### src/rtl/smii_gap_pkg.sv
package smii_gap_pkg;
  localparam logic [1:0] ADDR_STATUS = 2'd0;
  localparam logic [1:0] ADDR_EXPECT = 2'd1;
  localparam logic [1:0] ADDR_EVENT  = 2'd2;
  localparam logic [1:0] ADDR_MASK   = 2'd3;

  typedef struct packed {
    logic shiftEn;
    logic commit;
  } gapStrobe_t;
endpackage

### src/rtl/smii_gap_ctrl.sv
module smii_gap_ctrl
  import smii_gap_pkg::*;
#(
  parameter int STATUS_W = 8
) (
  input  logic       clk,
  input  logic       rstN,
  input  logic       modeSmii,
  input  logic       syncIn,
  input  logic       rxBit,
  output gapStrobe_t strobes
);
  localparam int LAST = STATUS_W + 1;
  localparam int CNT_W = $clog2(LAST + 1);
  localparam logic [CNT_W-1:0] LAST_C = CNT_W'(LAST);
  localparam logic [CNT_W-1:0] DV_C = CNT_W'(1);
  localparam logic [CNT_W-1:0] FIRST_DATA_C = CNT_W'(2);

  logic             active;
  logic [CNT_W-1:0] bitCnt;
  logic             dvQ;

  always_ff @(posedge clk) begin
    if (!rstN) begin
      active <= 1'b0;
      bitCnt <= '0;
      dvQ    <= 1'b0;
    end else if (syncIn) begin
      active <= 1'b1;
      bitCnt <= DV_C;
      dvQ    <= 1'b0;
    end else if (active) begin
      if (bitCnt == DV_C) dvQ <= rxBit;
      if (bitCnt == LAST_C) active <= 1'b0;
      else bitCnt <= bitCnt + 1'b1;
    end
  end

  always_comb begin
    strobes.shiftEn = active && !syncIn && (bitCnt >= FIRST_DATA_C);
    strobes.commit  = active && !syncIn && (bitCnt == LAST_C) && !dvQ && modeSmii;
  end
endmodule

### src/rtl/smii_gap_datapath.sv
module smii_gap_datapath
  import smii_gap_pkg::*;
#(
  parameter int STATUS_W = 8
) (
  input  logic                clk,
  input  logic                rstN,
  input  logic                rxBit,
  input  gapStrobe_t          strobes,
  input  logic                regWrEn,
  input  logic [1:0]          regAddr,
  input  logic [STATUS_W-1:0] regWrData,
  output logic [STATUS_W-1:0] regRdData,
  output logic [STATUS_W-1:0] statusQ,
  output logic [STATUS_W-1:0] eventQ,
  output logic [STATUS_W-1:0] maskQ,
  output logic                irqOut
);
  logic [STATUS_W-1:0] shiftQ;
  logic [STATUS_W-1:0] expectQ;
  logic [STATUS_W-1:0] shiftNext;
  logic [STATUS_W-1:0] mismatch;
  logic [STATUS_W-1:0] clearBits;

  always_comb begin
    shiftNext = {rxBit, shiftQ[STATUS_W-1:1]};
    mismatch  = strobes.commit ? (shiftNext ^ expectQ) : '0;
    clearBits = (regWrEn && regAddr == ADDR_EVENT) ? regWrData : '0;
  end

  always_ff @(posedge clk) begin
    if (!rstN) begin
      shiftQ  <= '0;
      statusQ <= '0;
      expectQ <= '0;
      eventQ  <= '0;
      maskQ   <= '0;
      irqOut  <= 1'b0;
    end else begin
      if (strobes.shiftEn) shiftQ <= shiftNext;
      if (strobes.commit) statusQ <= shiftNext;
      if (regWrEn && regAddr == ADDR_EXPECT) expectQ <= regWrData;
      if (regWrEn && regAddr == ADDR_MASK) maskQ <= regWrData;
      eventQ <= (eventQ & ~clearBits) | mismatch;
      irqOut <= |(eventQ & maskQ);
    end
  end

  always_comb begin
    unique case (regAddr)
      ADDR_STATUS: regRdData = statusQ;
      ADDR_EXPECT: regRdData = expectQ;
      ADDR_EVENT:  regRdData = eventQ;
      default:     regRdData = maskQ;
    endcase
  end
endmodule

### src/rtl/smii_gap_mon.sv
module smii_gap_mon
  import smii_gap_pkg::*;
#(
  parameter int STATUS_W = 8
) (
  input  logic                clk,
  input  logic                rstN,
  input  logic                modeSmii,
  input  logic                syncIn,
  input  logic                rxBit,
  input  logic                regWrEn,
  input  logic [1:0]          regAddr,
  input  logic [STATUS_W-1:0] regWrData,
  output logic [STATUS_W-1:0] regRdData,
  output logic                irqOut
);
  gapStrobe_t          strobes;
  logic                commitStrobe;
  logic [STATUS_W-1:0] statusQ;
  logic [STATUS_W-1:0] eventQ;
  logic [STATUS_W-1:0] maskQ;

  assign commitStrobe = strobes.commit;

  smii_gap_ctrl #(.STATUS_W(STATUS_W)) i_ctrl (
    .clk(clk), .rstN(rstN), .modeSmii(modeSmii), .syncIn(syncIn),
    .rxBit(rxBit), .strobes(strobes)
  );

  smii_gap_datapath #(.STATUS_W(STATUS_W)) i_dp (
    .clk(clk), .rstN(rstN), .rxBit(rxBit), .strobes(strobes),
    .regWrEn(regWrEn), .regAddr(regAddr), .regWrData(regWrData),
    .regRdData(regRdData), .statusQ(statusQ), .eventQ(eventQ),
    .maskQ(maskQ), .irqOut(irqOut)
  );
endmodule

### config.mk
export PLATFORM = sky130hd
export DESIGN_NAME = smii_gap_mon
export DESIGN_NICKNAME = d
export VERILOG_FILES = /design/src/rtl/smii_gap_pkg.sv /design/src/rtl/smii_gap_ctrl.sv /design/src/rtl/smii_gap_datapath.sv /design/src/rtl/smii_gap_mon.sv
export SDC_FILE = /design/constraint.sdc
export NUM_CORES = 1
export LEC_CHECK = 0
export BUFFER_PORTS_ARGS = -buffer_cell sky130_fd_sc_hd__buf_2
export CAP_MARGIN = 0
export CELL_PAD_IN_SITES_DETAIL_PLACEMENT = 0
export CELL_PAD_IN_SITES_GLOBAL_PLACEMENT = 1
export CORE_MARGIN = 1
export CORE_UTILIZATION = 40
export DETAILED_ROUTE_END_ITERATION = 8
export PLACE_DENSITY = 0.83
export SLEW_MARGIN = 0
export SYNTH_ARGS = -nofsm -noshare
export SYNTH_HDL_FRONTEND = slang
export SYNTH_SLANG_ARGS = --single-unit
### constraint.sdc
create_clock -name clk -period 1.7 [get_ports clk]
set_clock_uncertainty 0.15 [all_clocks]
set_input_delay 0.17 -clock clk [delete_from_list [all_inputs] [get_ports clk]]
set_output_delay 0.17 -clock clk [all_outputs]
set_load 0.03 [all_outputs]
==> flow_metrics.env <==
export IMPL_die_area_mm2=0.00543
export IMPL_async_flop_share_pct=0
export IMPL_power_frac_clock_pct=36.7
export IMPL_synth_xor_xnor_area_share_pct=3.83
export IMPL_grt_use_total_pct=18.0
export IMPL_insertion_delay_ns=0.29
export IMPL_finalHoldViolations=0
export IMPL_fin_util_pct=51.6
export IMPL_dpl_hpwl_um=3220
export IMPL_ys_types=31
export IMPL_ys_warnings_count=0
export IMPL_cts_buffers=5
export IMPL_synth_edff_count=0
export IMPL_pwr_share_seq_pct=54.5
export IMPL_p_int_mw=1.59
export IMPL_via_per_inst=5.03
export IMPL_gp_congestion=0.750
export IMPL_grt_max_degree=17
export IMPL_ys_seq_area_share_pct=44.8
export IMPL_ys_ff_latch=46
export IMPL_syn_avg_cell_area_um2=10.4
export IMPL_synth_mux_area_share_pct=24.3
export IMPL_io_buffers=24
export IMPL_period_needed_ns=1.66
export IMPL_htree_levels=2
export IMPL_synthToLayoutAreaGrowth_pct=21.8
export IMPL_worstMarginPinSlew_ns=0.337
export IMPL_initial_utilization_pct=42.4
export IMPL_yosys_area_top_type_share_pct=44.8
export IMPL_maxSlewViolCount=0
export IMPL_ir_drop_mv=0.667
export IMPL_yosysTopAreaCell="dfxtp_1"
export IMPL_p_sw_mw=0.452
export IMPL_clk_pin_slew_ns=0.08
export IMPL_power_density_mw_per_mm2=817
export IMPL_grt_antenna_before_repair=0
export IMPL_drt_iter0_drc=60
export IMPL_ant_nets=0
export IMPL_cp_arrival_ns=1.34
export IMPL_grt_pass1_vias=1493
export IMPL_first_pass_iters=4
export IMPL_synth_fa_ha_area_share_pct=1.83
export IMPL_synth_net_count=217
export IMPL_netlist_area_mm2=0.00206
export IMPL_tritoncts="built"
export IMPL_setup_viol=0
export IMPL_switching_share_pct=22.1
export IMPL_grt_ovfl_total=0
export IMPL_io_pin_count=25
export IMPL_design_core_area_mm2=0.00485
export IMPL_fin_nets=256
export IMPL_synth_top_cells_by_area="dfxtp_1 (45%), mux2i_1 (16%), mux4_2 (8.8%), nand2_1 (3.7%), xnor2_1 (3.4%)"
export IMPL_cp_end_kind="output pin"
export IMPL_cp_data_required_time_ns=1.38
export IMPL_synth_simple_area_share_pct=12.1
export IMPL_synth_compound_area_share_pct=8.64
export IMPL_p_leak_nw=1.11
export IMPL_status="finished clean"
export IMPL_crit_type="reg -> out"
export IMPL_cts_root_buf="clkbuf_8"
export IMPL_worstSetupStartpointType="register"
export IMPL_min_path_cells=3
export IMPL_wl_per_cell_um=13.9
export IMPL_die_h_um=73.7
export IMPL_clock_sinks=46
export IMPL_holdWs_ns=0.0382
export IMPL_max_freq_ghz=0.604
export IMPL_fill_cells=449
export IMPL_hp_class="in -> reg"
export IMPL_ys_top_cells_by_count="dfxtp_1 (46), mux2i_1 (32), nand2_1 (20)"
export IMPL_insertedDiodeCount=0
export IMPL_slew_headroom_pct=77.5
export IMPL_syn_inst=198
export IMPL_totalWireLength_um=4240
export IMPL_crit_path_max_fanout=3
export IMPL_vias=1533
export IMPL_comb_power_share_pct=8.8
export IMPL_cts_buffer_depth=2
export IMPL_synth_flop_cell="dfxtp_1"
export IMPL_maxCapViolCount=0
export IMPL_period_share_pct=97.4
export IMPL_synth_top_family_by_area="multiplexers"
export IMPL_drc=0
export IMPL_grt_pass1_wl_um=7260
export IMPL_rsz0062_at_grt="yes"
export IMPL_rows=25
export IMPL_ff2ff_path_depth=5
export IMPL_synth_most_common_cell="dfxtp_1"
export IMPL_cts_setup_buffers=0
export IMPL_fp_dieW_um=73.7
export IMPL_drive_gt1_share_pct=23.9
-- cells in the final DEF, fill, tap and decap left out, drive strengths merged, types with 4 or more instances in the layout --
| cell type | count |
|---|---|
| nand2 | 20 |
| buf | 32 |
| dfxtp | 46 |
| o21ai | 8 |
| clkbuf | 8 |
| mux2i | 32 |
| xnor2 | 8 |
| nor2 | 18 |
| o211ai | 8 |
| a22oi | 4 |
| dlygate4sd3 | 9 |
| inv | 11 |
| mux4 | 8 |
-- layout make-up --
cell class	count	area, µm²	area share [%]
Clock buffer	8	110	4.40
Sequential cell	46	922	36.8
Tap cell	67	83.8	3.35
Timing Repair Buffer	41	283	11.3
Multi-Input combinational cell	131	1060	42.3
Inverter	12	45.0	1.80
-- what timing repair did --
action / in CTS / in global routing
gates resized for setup: 1 / 6
hold buffers: 9 / 0
hold endpoints to repair: 15 / 0
setup endpoints to repair: 7 / 14
-- critical path, stage by stage, from the launching register on --
cell     delay (ns)
dfxtp_1        0.35
mux4_2         0.50
buf_2          0.20
-- layer usage --
layer	up-vias	share of wire [%]	global-route usage (%)
li1	785	-	-
met1	727	50	24.5
met2	17	47	28.4
met3	4	1.9	2.88
met4	0	1.2	7.05
met5	-	0	0
-- cells by family after synthesis --
logic type,after synthesis
xor gates and xnor gates,9
buffers and inverters,21
adders and majority gates,3
and+or+nand+nor,52
muxes,40
DFF,46
AOI/OAI and AO/OA,27
-- through the flow --
step / setup TNS [ns] / total power, mW / instance area [µm²] / worst slack (ns) / cells
2_1_floorplan: 0 / 1.24 / 2060 / 0.0314 / 198
3_3_place_gp: 0 / 1.30 / 2290 / 0.0194 / 288
3_5_place_dp: -0.0206 / 1.30 / 2290 / -0.00872 / 288
4_1_cts: 0 / 2.06 / 2490 / 0.00387 / 305
5_1_grt: -0.0116 / 2.13 / 2500 / -0.0116 / 305
6_report: 0 / 2.05 / 2500 / 0.0450 / 305
-- worst paths after layout --
check	slack, ns	to	startpoint
setup / recovery	0.04	regRdData[5]	i_dp.maskQ[5]
hold reg to reg	0.31	i_dp.statusQ[2]	i_dp.statusQ[2]
hold / removal	0.04	i_ctrl.dvQ	rxBit
setup reg to reg	0.04	i_ctrl.bitCnt[2]	i_ctrl.bitCnt[0]
-- sequential cells by signal (all words and copies together), names as in the netlist --
register and count:
i_dp.irqOut 1, i_dp.maskQ 8, i_dp.eventQ 8, i_dp.statusQ 8
i_ctrl.dvQ 1, i_ctrl.bitCnt 4, i_dp.shiftQ 7, i_dp.expectQ 8
i_ctrl.active 1
-- power groups by stage --
stage / clock, mW / sequential [mW] / combinational, mW
3_3_place_gp: 0 / 1.14 / 0.161
2_1_floorplan: 0 / 1.13 / 0.112
6_report: 0.751 / 1.11 / 0.181
3_5_place_dp: 0 / 1.14 / 0.163
5_1_grt: 0.811 / 1.12 / 0.198
4_1_cts: 0.771 / 1.11 / 0.180
Power figures use the tool's default switching activity.
